===== config.mk =====
export PLATFORM = sky130hd
export DESIGN_NAME = cell_fault_aggregator
export DESIGN_NICKNAME = d
export VERILOG_FILES = /design/src/rtl/cfa_pkg.sv /design/src/rtl/cfa_cell_decode.sv /design/src/rtl/cfa_debounce.sv /design/src/rtl/cell_fault_aggregator.sv
export SDC_FILE = /design/constraint.sdc
export NUM_CORES = 1
export LEC_CHECK = 0
export BUFFER_PORTS_ARGS = -buffer_cell sky130_fd_sc_hd__buf_2
export CORE_ASPECT_RATIO = 1.4
export CORE_UTILIZATION = 45
export CTS_CLUSTER_DIAMETER = 100
export DETAILED_ROUTE_END_ITERATION = 8
export GPL_TIMING_DRIVEN = 0
export HOLD_SLACK_MARGIN = 0.06
export PLACE_DENSITY = 0.69
export SLEW_MARGIN = 30
export SYNTH_ARGS = -nofsm -noshare
export SYNTH_HDL_FRONTEND = slang
export SYNTH_HIERARCHICAL = 1
export SYNTH_SLANG_ARGS = --single-unit

===== constraint.sdc =====
create_clock -name clk -period 2.6 [get_ports clk]
set_clock_uncertainty 0.05 [all_clocks]
set_input_delay 0.78 -clock clk [delete_from_list [all_inputs] [get_ports clk]]
set_output_delay 0.78 -clock clk [all_outputs]
set_load 0.02 [all_outputs]

===== src/rtl/cfa_pkg.sv =====
package cfa_pkg;
  typedef enum logic [1:0] {
    CFG_FOUR = 2'b00,
    CFG_FIVE = 2'b01,
    CFG_RSVD = 2'b10,
    CFG_SIX  = 2'b11
  } cell_cfg_e;

  // number of populated cells for a setting, given the full width
  function automatic int unsigned cells_for(cell_cfg_e c, int unsigned full);
    case (c)
      CFG_FOUR: cells_for = full - 2;
      CFG_FIVE: cells_for = full - 1;
      default:  cells_for = full;
    endcase
  endfunction
endpackage


===== src/rtl/cfa_cell_decode.sv =====
module cfa_cell_decode
  import cfa_pkg::*;
#(
  parameter int unsigned NCELL = 6
) (
  input  logic             clk,
  input  logic             rst_n,
  input  logic [1:0]       cfg_sel,
  output logic [NCELL-1:0] cell_en,
  output logic             cfg_err
);
  cell_cfg_e   cfg;
  int unsigned ncells;

  assign cfg    = cell_cfg_e'(cfg_sel);
  assign ncells = cells_for(cfg, NCELL);

  for (genvar i = 0; i < NCELL; i++) begin : g_en
    assign cell_en[i] = (i < ncells);
  end

  always_ff @(posedge clk or negedge rst_n) begin
    if (!rst_n) cfg_err <= 1'b0;
    else        cfg_err <= (cfg == CFG_RSVD);
  end
endmodule


===== src/rtl/cfa_debounce.sv =====
module cfa_debounce #(
  parameter int unsigned DEB_TICKS = 200,
  localparam int unsigned CW = $clog2(DEB_TICKS + 1)
) (
  input  logic clk,
  input  logic rst_n,
  input  logic tick,
  input  logic active,
  output logic qual
);
  localparam logic [CW-1:0] LIMIT = CW'(DEB_TICKS);
  logic [CW-1:0] cnt;

  always_ff @(posedge clk or negedge rst_n) begin
    if (!rst_n)                   cnt <= '0;
    else if (!active)             cnt <= '0;
    else if (tick && cnt != LIMIT) cnt <= cnt + 1'b1;
  end

  assign qual = active && (cnt == LIMIT);
endmodule


===== src/rtl/cell_fault_aggregator.sv =====
module cell_fault_aggregator #(
  parameter int unsigned NCELL     = 6,
  parameter int unsigned DEB_TICKS = 200
) (
  input  logic             clk,
  input  logic             rst_n,
  input  logic             tick,
  input  logic             pwr_on,
  input  logic             diag_pass,
  input  logic [1:0]       cfg_sel,
  input  logic             uv_en,
  input  logic [NCELL-1:0] ov_raw,
  input  logic [NCELL-1:0] uv_raw,
  input  logic             ot_raw,
  input  logic             chain_in,
  input  logic [NCELL-1:0] ov_bad,
  input  logic [NCELL-1:0] uv_bad,
  input  logic             ot_bad,
  input  logic             chain_bad,
  output logic             fault_out,
  output logic             cfg_err
);
  localparam int unsigned NSRC = 2 * NCELL + 1;

  logic [NCELL-1:0] cell_en;
  logic [NSRC-1:0]  src_raw, src_ok, src_qual;
  logic             live, chain_ok;

  cfa_cell_decode #(.NCELL(NCELL)) u_decode (
    .clk(clk), .rst_n(rst_n), .cfg_sel(cfg_sel),
    .cell_en(cell_en), .cfg_err(cfg_err)
  );

  assign live = pwr_on && diag_pass;

  // source order: overvoltage cells, undervoltage cells, temperature
  assign src_raw = {ot_raw, uv_raw, ov_raw};
  assign src_ok  = {~ot_bad,
                    cell_en & ~uv_bad & {NCELL{uv_en}},
                    cell_en & ~ov_bad};

  for (genvar s = 0; s < NSRC; s++) begin : g_src
    cfa_debounce #(.DEB_TICKS(DEB_TICKS)) u_deb (
      .clk(clk), .rst_n(rst_n), .tick(tick),
      .active(live && src_raw[s] && src_ok[s]),
      .qual(src_qual[s])
    );
  end

  assign chain_ok = chain_in && !chain_bad;

  always_ff @(posedge clk or negedge rst_n) begin
    if (!rst_n) fault_out <= 1'b0;
    else        fault_out <= live && ((|src_qual) || chain_ok);
  end
endmodule


==> run summary, run 1 <==
outcome - finished, final reports clean
#FFs+latches synth - 106
Max Fanout on Critical Path - 8
drt pass-1 iters - 4
share of layout cells above drive strength 1 - 16.19%
1st-iter DRT viols - 159
RSZ-0062 raised after global routing - false
CTS tree - built
vias per cell - 5.555
initial antenna violation count - 1
clk buf depth - 2
crit path time final - 2.384 ns
pin count of the biggest net entering global routing - 66
Final Hold Fails - 0
cells after synthesis - 641
placed cells - 860
clock-pin slew on the worst setup and hold paths - 0.07 ns
maximum vdd drop - 0.2723 mV
total gr overflow - 0
most used routing layer - met2
Synth cell types - 33
CP endpoint kind - flop
TritonCTS sink count - 106
Worst path slowest cell - or4_4
die width - 99.91 µm
Async SR Flop Fraction - 100.0%
GR Util met1 - 23.13%
number of I/O pins - 38
Routed Antenna Nets - 0
Pwr Density - 459.5 mW/mm²
Mapped Area - 0.006040 mm²
worst r2r src - g_src[3].u_deb/cnt[0]
first-pass GRT wire length - 22200 µm
Starting Density - 46.47%
Post-CTS Resized - 1
mux share of post-synthesis cell area - 4.309%
DRC Markers - 0
Synth warnings - 6
Non-Filler Instances - 877
die area - 0.01390 mm²
sequential share of power - 53.0%
Root Buffer - clkbuf_16
number of global-route vias before repair - 4928
Detail Placement HPWL - 9409 µm
Synth top area share - 43.92%
Final GP Congestion - 0.8068
Int Power - 2.433 mW
clk_lat worst skew - 0.34 ns
Combinational Power Share - 4.8%
simple-gate share of the synthesized area - 27.37%
postcts setup bufs - 0
Synth area leaders - dfrtp_1, nand2_1, ha_1
GRT Overall Usage - 19.97%
count leader, synth - nand2_1
Critical Path RT - 2.76 ns
Slew headroom - 52.78%
cts bufs inserted - 9
Sw Share - 22.04%
hold buffers post-CTS - 0
Top delay family on crit path - simple AND/OR/NAND/NOR gates
Post-synth EDFFs - 0
crit path launch type - input pin
Worst Tran Pin Value - 0.7083 ns
Synth Area in Compound Gates - 12.14%
Max Cap Viol - 0
fin crit share - 91.69%
Worst Setup Path Type - in -> reg
Main synth FF type - dfrtp_1
Core ar. - 0.01300 mm²
Synth Area in XOR/XNOR - 3.770%
synth-to-layout area growth - 12.47%
area leader, netlist - dfrtp_1
WL per Instance - 14.52 µm
# port buffers - 37
Die Y-Extent - 139.1 µm
htree depth - 3
CP Cell Sequence - buf_2 > nand2_2 > nor3_1 > and3_1 > or4_4 > a2111oi_4 > a31oi_1
DRT Wirelength - 12740 µm
Clock Power Share - 42.2%
sequential area share after synthesis - 43.92%
met3 Use GR - 3.730%
P_sw - 0.6880 mW
fin util - 52.26%
Crit path largest cell delay - 0.58 ns
Worst EP arrival - 2.54 ns
CP bufs+invs - 1
start point of the critical path - pwr_on
HP Class - in -> async
routing usage on met2 - 35.03%
Leak - 2.707 nW
largest family of logic cells by synthesized area - simple AND/OR/NAND/NOR gates
Cell Rows - 49
Setup violations, final - 0
via count - 4872
layout net count - 755
filler cell count - 1231
Synth Area in Adders - 5.386%
hold_ws - 0.3142 ns
FMAX - 419.5 MHz
Max Transition Viols Final - 0
top cells by count, synth - nand2_1, dfrtp_1, a21oi_1
syn_area_per_cell - 9.422 µm²
[through the flow]
| step | worst slack (ns) | power (mW) | area [µm²] | TNS (ns) |
|---|---|---|---|---|
| floorplan | 0.2603 | 1.737 | 6051 | 0 |
| global placement | -0.4984 | 1.827 | 6459 | -54.48 |
| detailed placement | -0.4042 | 1.837 | 6495 | -0.4042 |
| CTS | 0.1811 | 3.181 | 6790 | 0 |
| global route | 0.06672 | 3.265 | 6793 | 0 |
| finish | 0.2162 | 3.121 | 6793 | 0 |
[state kept, by name (all words and copies together), names as in the netlist]
signal	count
g_src.u_deb/cnt	104
fault_out	1
u_decode/cfg_err	1
[cell type report]
type,count,area [µm²],share of cell area [%]
multi-input combinational,493,3217,47.36
sequential,106,2653,39.05
clock buffer,13,270.3,3.979
tap,178,222.7,3.279
timing repair buffer,38,221.5,3.260
inverter,40,150.1,2.210
buffer,5,33.78,0.4973
clock inverter,3,22.52,0.3316
antenna,1,2.502,0.03684
[power by group through the flow]
| stage | registers (mW) | clock network, mW | logic [mW] |
|---|---|---|---|
| 2_1_floorplan | 1.69 | 0 | 0.0502 |
| 3_3_place_gp | 1.69 | 0 | 0.141 |
| 3_5_place_dp | 1.69 | 0 | 0.152 |
| 4_1_cts | 1.65 | 1.38 | 0.153 |
| 5_1_grt | 1.65 | 1.44 | 0.168 |
| 6_report | 1.65 | 1.32 | 0.149 |
[layout by cell type (no fill, tap or decap), drive strengths merged, types with 3 or more instances in the layout]
cell type and n:
a211o 13, a21boi 13, a21oi 52, and3 13
and3b 13, and4bb 13, buf 42, clkbuf 14
clkinv 3, conb 4, dfrtp 106, ha 26
inv 40, mux2i 26, nand2 117, nand3 27
nand4 26, nor2 26, nor3 13, o21ai 26
o31ai 13, or3 26, or4 14, xor2 26
[cells by family (layout without fill, tap and decap cells)]
| group | after synthesis | in the layout |
|---|---|---|
| compound gates | 119 | 119 |
| xor+xnor | 26 | 26 |
| fa+ha+maj | 26 | 26 |
| buf+inv | 45 | 99 |
| flops | 106 | 106 |
| mux | 26 | 26 |
| other cells | 1 | 5 |
| simple gates | 292 | 292 |
[metal layers]
| layer | wire, µm | part of all wire (%) | vias up |
|---|---|---|---|
| li1 | - | - | 2398 |
| met1 | 5249 | 41 | 2375 |
| met2 | 6671 | 52 | 74 |
| met3 | 432 | 3.4 | 25 |
| met4 | 384 | 3.0 | 0 |
| met5 | 0 | 0 | - |
[path summary, 6_finish.rpt]
path                                          endpoint  slack, ns  cells past startpoint
min in group clk                 g_src[3].u_deb/cnt[7]       0.50                      2
worst min-delay path             g_src[4].u_deb/cnt[4]       0.31                      1
worst max-delay path                         fault_out       0.22                      7
worst max register to register               fault_out       0.27                      7
max in group asynchronous       g_src[10].u_deb/cnt[1]       1.54                      2
worst min register to register   g_src[3].u_deb/cnt[7]       0.50                      2
Power figures use the tool's default switching activity.
==> inputs of run 2 (changes only) <==
--- a/config.mk
+++ b/config.mk
@@ -5,10 +5,11 @@
 export SDC_FILE = /design/constraint.sdc
 export NUM_CORES = 1
 export LEC_CHECK = 0
-export BUFFER_PORTS_ARGS = -buffer_cell sky130_fd_sc_hd__buf_2
+export BUFFER_PORTS_ARGS = -buffer_cell sky130_fd_sc_hd__buf_4
 export CORE_ASPECT_RATIO = 1.4
 export CORE_UTILIZATION = 45
 export CTS_CLUSTER_DIAMETER = 100
+export CTS_CLUSTER_SIZE = 8
 export DETAILED_ROUTE_END_ITERATION = 8
 export GPL_TIMING_DRIVEN = 0
 export HOLD_SLACK_MARGIN = 0.06
==> constraint.sdc (replaced) <==
create_clock -name clk -period 2.95 [get_ports clk]
set_clock_uncertainty 0.05 [all_clocks]
set_input_delay 0.885 -clock clk [delete_from_list [all_inputs] [get_ports clk]]
set_output_delay 0.885 -clock clk [all_outputs]
set_load 0.02 [all_outputs]
==> run summary, run 2 (same netlist as run 1, synthesis figures left out) <==
hold_ws - 0.5003 ns
Combinational Power Share - 4.7%
first-pass GRT wire length - 21530 µm
FMAX - 378.2 MHz
commonest non-fill, non-tap cell in the layout - nand2_1
clk buf depth - 2
pin count of the biggest net entering global routing - 107
Int Power - 2.356 mW
# port buffers - 37
Setup violations, final - 0
share of layout cells above drive strength 1 - 15.95%
P_sw - 0.6039 mW
Pwr Density - 429.0 mW/mm²
Critical Path RT - 3.11 ns
Routed Antenna Nets - 0
Non-Filler Instances - 874
Worst Setup Path Type - in -> reg
hold buffers post-CTS - 0
clk_lat worst skew - 0.34 ns
Die Y-Extent - 139.1 µm
vias per cell - 5.577
sequential share of power - 49.3%
commonest cells after routing, fill and taps aside - nand2_1, dfrtp_1, a21oi_1
Slew headroom - 43.22%
1st-iter DRT viols - 159
via count - 4874
GRT Overall Usage - 19.30%
die width - 99.91 µm
maximum vdd drop - 0.2388 mV
Worst EP arrival - 2.80 ns
Antenna Cells - 0
CTS tree - built
number of global-route vias before repair - 4889
Post-CTS Resized - 0
max FFs per register - 104
die area - 0.01390 mm²
drt pass-1 iters - 4
top flop regs - g_src.u_deb/cnt: 104 flops, fault_out: 1 flops, u_decode/cfg_err: 1 flops
Max Fanout on Critical Path - 8
DRT Wirelength - 12610 µm
cts bufs inserted - 9
Biggest register - g_src.u_deb/cnt
Leak - 2.743 nW
Worst Tran Pin Value - 0.8517 ns
DRC Markers - 0
Cell Rows - 49
Max Transition Viols Final - 0
Max Cap Viol - 0
clock-pin slew on the worst setup and hold paths - 0.07 ns
crit path time final - 2.644 ns
fin crit share - 89.64%
crit path launch type - input pin
WL per Instance - 14.43 µm
TritonCTS sink count - 106
Final Hold Fails - 0
Final GP Congestion - 0.8097
Starting Density - 46.47%
htree depth - 3
Sw Share - 20.41%
Core ar. - 0.01300 mm²
HP Class - reg -> reg
RSZ-0062 raised after global routing - false
Clock Power Share - 46.0%
initial antenna violation count - 0
synth-to-layout area growth - 14.23%
Root Buffer - clkbuf_16
postcts setup bufs - 0
outcome - finished, final reports clean
CP endpoint kind - flop
placed cells - 859
Detail Placement HPWL - 9102 µm
total gr overflow - 0
layout net count - 754
number of I/O pins - 38
-- run 2: per-layer routing --
layer | track usage, % | wire (µm)
met5 | 0 | 0
met4 | 6.579 | 194
met3 | 3.579 | 376
met2 | 35.68 | 6704
met1 | 21.83 | 5333
-- run 2: layout make-up --
| type | count | area [µm²] |
|---|---|---|
| plain buffers | 5 | 33.78 |
| clock buffers | 10 | 239.0 |
| clock inverters | 5 | 102.6 |
| fillers | 1205 | 6098 |
| inverters | 40 | 150.1 |
| multi-input cells | 493 | 3214 |
| flip-flops and latches | 106 | 2653 |
| well taps | 178 | 222.7 |
| repair buffers | 37 | 284.0 |
-- run 2: critical path, stage by stage --
cell	delay, ns
buf_4	0.11
nand2_1	0.37
nor3_1	0.22
and3_1	0.20
or4_4	0.57
a2111oi_4	0.32
a31oi_1	0.12
-- run 2: final timing paths --
check,from,end,slack (ns),cells past startpoint
min reg2reg,g_src[0].u_deb/cnt[7],g_src[0].u_deb/cnt[7],0.50,2
max,pwr_on,fault_out,0.31,7
min in group asynchronous,rst_n,g_src[4].u_deb/cnt[6],0.58,1
max in group asynchronous,rst_n,g_src[12].u_deb/cnt[2],1.67,1
min,g_src[0].u_deb/cnt[7],g_src[0].u_deb/cnt[7],0.50,2
max reg2reg,g_src[3].u_deb/cnt[0],fault_out,0.65,7
-- run 2: through the flow --
| step | area, µm² | setup slack (ns) | setup TNS, ns | power [mW] | util (%) |
|---|---|---|---|---|---|
| after floorplan | 6051 | 0.5053 | 0 | 1.531 | - |
| after global placement | 6551 | -0.1204 | -0.1204 | 1.624 | 50.40 |
| after detailed placement | 6555 | -0.1361 | -0.1361 | 1.628 | 50.43 |
| after CTS | 6897 | 0.2198 | 0 | 2.994 | 53.06 |
| after global routing | 6899 | 0.1529 | 0 | 3.070 | 53.08 |
| final | 6899 | 0.3057 | 0 | 2.960 | 53.08 |
-- run 2: power groups by stage --
stage	logic [mW]	registers, mW	clock network [mW]
2_1_floorplan	0.0442	1.49	0
3_3_place_gp	0.138	1.49	0
3_5_place_dp	0.142	1.49	0
4_1_cts	0.142	1.46	1.39
5_1_grt	0.155	1.46	1.46
6_report	0.139	1.46	1.36
==> inputs of run 3 (changes only) <==
--- a/config.mk
+++ b/config.mk
@@ -6,7 +6,6 @@
 export NUM_CORES = 1
 export LEC_CHECK = 0
 export BUFFER_PORTS_ARGS = -buffer_cell sky130_fd_sc_hd__buf_4
-export CORE_ASPECT_RATIO = 1.4
 export CORE_UTILIZATION = 45
 export CTS_CLUSTER_DIAMETER = 100
 export CTS_CLUSTER_SIZE = 8
==> constraint.sdc (replaced) <==
create_clock -name clk -period 2.8 [get_ports clk]
set_clock_uncertainty 0.05 [all_clocks]
set_input_delay 0.84 -clock clk [delete_from_list [all_inputs] [get_ports clk]]
set_output_delay 0.84 -clock clk [all_outputs]
set_load 0.02 [all_outputs]
==> run summary, run 3 (same netlist as run 1, synthesis figures left out) <==
drt pass-1 iters - 4
CP endpoint kind - flop
share of layout cells above drive strength 1 - 15.80%
clk buf depth - 2
first-pass GRT wire length - 21910 µm
HP Class - reg -> reg
Max Fanout on Critical Path - 8
WL per Instance - 14.70 µm
Core ar. - 0.01288 mm²
Pwr Density - 416.6 mW/mm²
DRC Markers - 0
Max Transition Viols Final - 0
Antenna Cells - 0
1st-iter DRT viols - 216
GRT Overall Usage - 19.47%
fin crit share - 90.23%
Die Y-Extent - 117.9 µm
Placed Area - 0.006548 mm²
max FFs per register - 104
Worst Setup Path Type - in -> reg
layout net count - 754
filler cell count - 1153
vias per cell - 5.634
FMAX - 395.8 MHz
die area - 0.01389 mm²
sequential share of power - 54.1%
initial antenna violation count - 0
Setup violations, final - 0
Worst EP arrival - 2.69 ns
Root Buffer - clkbuf_16
Critical Path RT - 2.96 ns
Starting Density - 46.91%
commonest cells after routing, fill and taps aside - nand2_1, dfrtp_1, a21oi_1
synth-to-layout area growth - 12.76%
Post-CTS Resized - 0
Leak - 2.707 nW
commonest non-fill, non-tap cell in the layout - nand2_1
crit path launch type - input pin
Final Hold Fails - 0
pin count of the biggest net entering global routing - 107
Clock Power Share - 40.8%
Biggest register - g_src.u_deb/cnt
outcome - finished, final reports clean
number of global-route vias before repair - 4876
Finished Cell Area - 0.006810 mm²
Routed Antenna Nets - 0
clock-pin slew on the worst setup and hold paths - 0.07 ns
P_sw - 0.6499 mW
Final GP Congestion - 0.8195
setup TNS - 0 ns
number of I/O pins - 38
# port buffers - 37
clk_lat worst skew - 0.35 ns
Max Cap Viol - 0
Worst Tran Pin Value - 0.8301 ns
DRT Wirelength - 12760 µm
Worst Slack Setup Final - 0.2735 ns
pre-CTS setup slack - -0.1525 ns
Sw Share - 22.91%
Int Power - 2.187 mW
maximum vdd drop - 0.2609 mV
total gr overflow - 0
Cell Rows - 41
cts bufs inserted - 9
die width - 117.9 µm
TritonCTS sink count - 106
top flop regs - g_src.u_deb/cnt: 104 flops, fault_out: 1 flops, u_decode/cfg_err: 1 flops
RSZ-0062 raised after global routing - false
hold buffers post-CTS - 0
Detail Placement HPWL - 9114 µm
postcts setup bufs - 0
crit path time final - 2.527 ns
htree depth - 3
via count - 4890
Combinational Power Share - 5.1%
CTS tree - built
Slew headroom - 44.66%
## run 3: changes by cell type in the layout (fill, tap and decap cells not counted)
cell / previous run / this run
clkinv_2: 1 / 3
clkbuf_8: 2 / 1
inv_6: 0 / 1
bufinv_16: 3 / 0
clkbuf_1: 1 / 2
## run 3: critical path, cell delays in order
cell and delay [ns]:
buf_4 0.11, nand2_1 0.36, nor3_1 0.22, and3_1 0.20
or4_4 0.54, a2111oi_4 0.31, a31oi_1 0.11
## run 3: worst paths after layout
check	startpoint	endpoint	slack [ns]	depth (start not counted)
worst max-delay path	pwr_on	fault_out	0.27	7
worst min-delay path	g_src[3].u_deb/cnt[7]	g_src[3].u_deb/cnt[7]	0.50	2
worst max register to register	g_src[3].u_deb/cnt[0]	fault_out	0.53	7
worst min register to register	g_src[3].u_deb/cnt[7]	g_src[3].u_deb/cnt[7]	0.50	2
max in group asynchronous	rst_n	g_src[6].u_deb/cnt[4]	1.60	1
min in group asynchronous	rst_n	g_src[3].u_deb/cnt[5]	0.53	1
## run 3: cell type report
| cell class | count | area, µm² | share of cell area (%) |
|---|---|---|---|
| clock buffers | 10 | 229.0 | 3.362 |
| multi-input cells | 493 | 3214 | 47.20 |
| repair buffers | 37 | 284.0 | 4.170 |
| plain buffers | 5 | 33.78 | 0.4961 |
| well taps | 172 | 215.2 | 3.160 |
| inverters | 40 | 150.1 | 2.205 |
| clock inverters | 5 | 31.28 | 0.4593 |
| flip-flops and latches | 106 | 2653 | 38.95 |
## run 3: per-stage QoR
step / hold WS (ns) / instances / total power, mW / utilization (%)
final: 0.5049 / 868 / 2.837 / 52.89
after global routing: 0.5364 / 868 / 2.962 / 52.89
after CTS: 0.5081 / 868 / 2.886 / 52.87
after detailed placement: 0.4972 / 853 / 1.713 / 50.85
after global placement: 0.4748 / 853 / 1.709 / 50.82
after floorplan: 0.4635 / 644 / 1.613 / -
## run 3: power by group through the flow
stage          Combinational (mW)  Sequential (mW)  Clock, mW
2_1_floorplan              0.0466             1.57          0
3_3_place_gp                0.143             1.57          0
3_5_place_dp                0.147             1.57          0
4_1_cts                     0.148             1.54       1.20
5_1_grt                     0.163             1.54       1.26
6_report                    0.144             1.54       1.16
## run 3: metal layers
metal,vias to the layer above,share of wire [%],track usage [%]
li1,2394,-,-
met1,2405,44,22.62
met2,79,51,34.60
met3,12,3.9,4.893
met4,0,1.6,6.811
met5,-,0,0
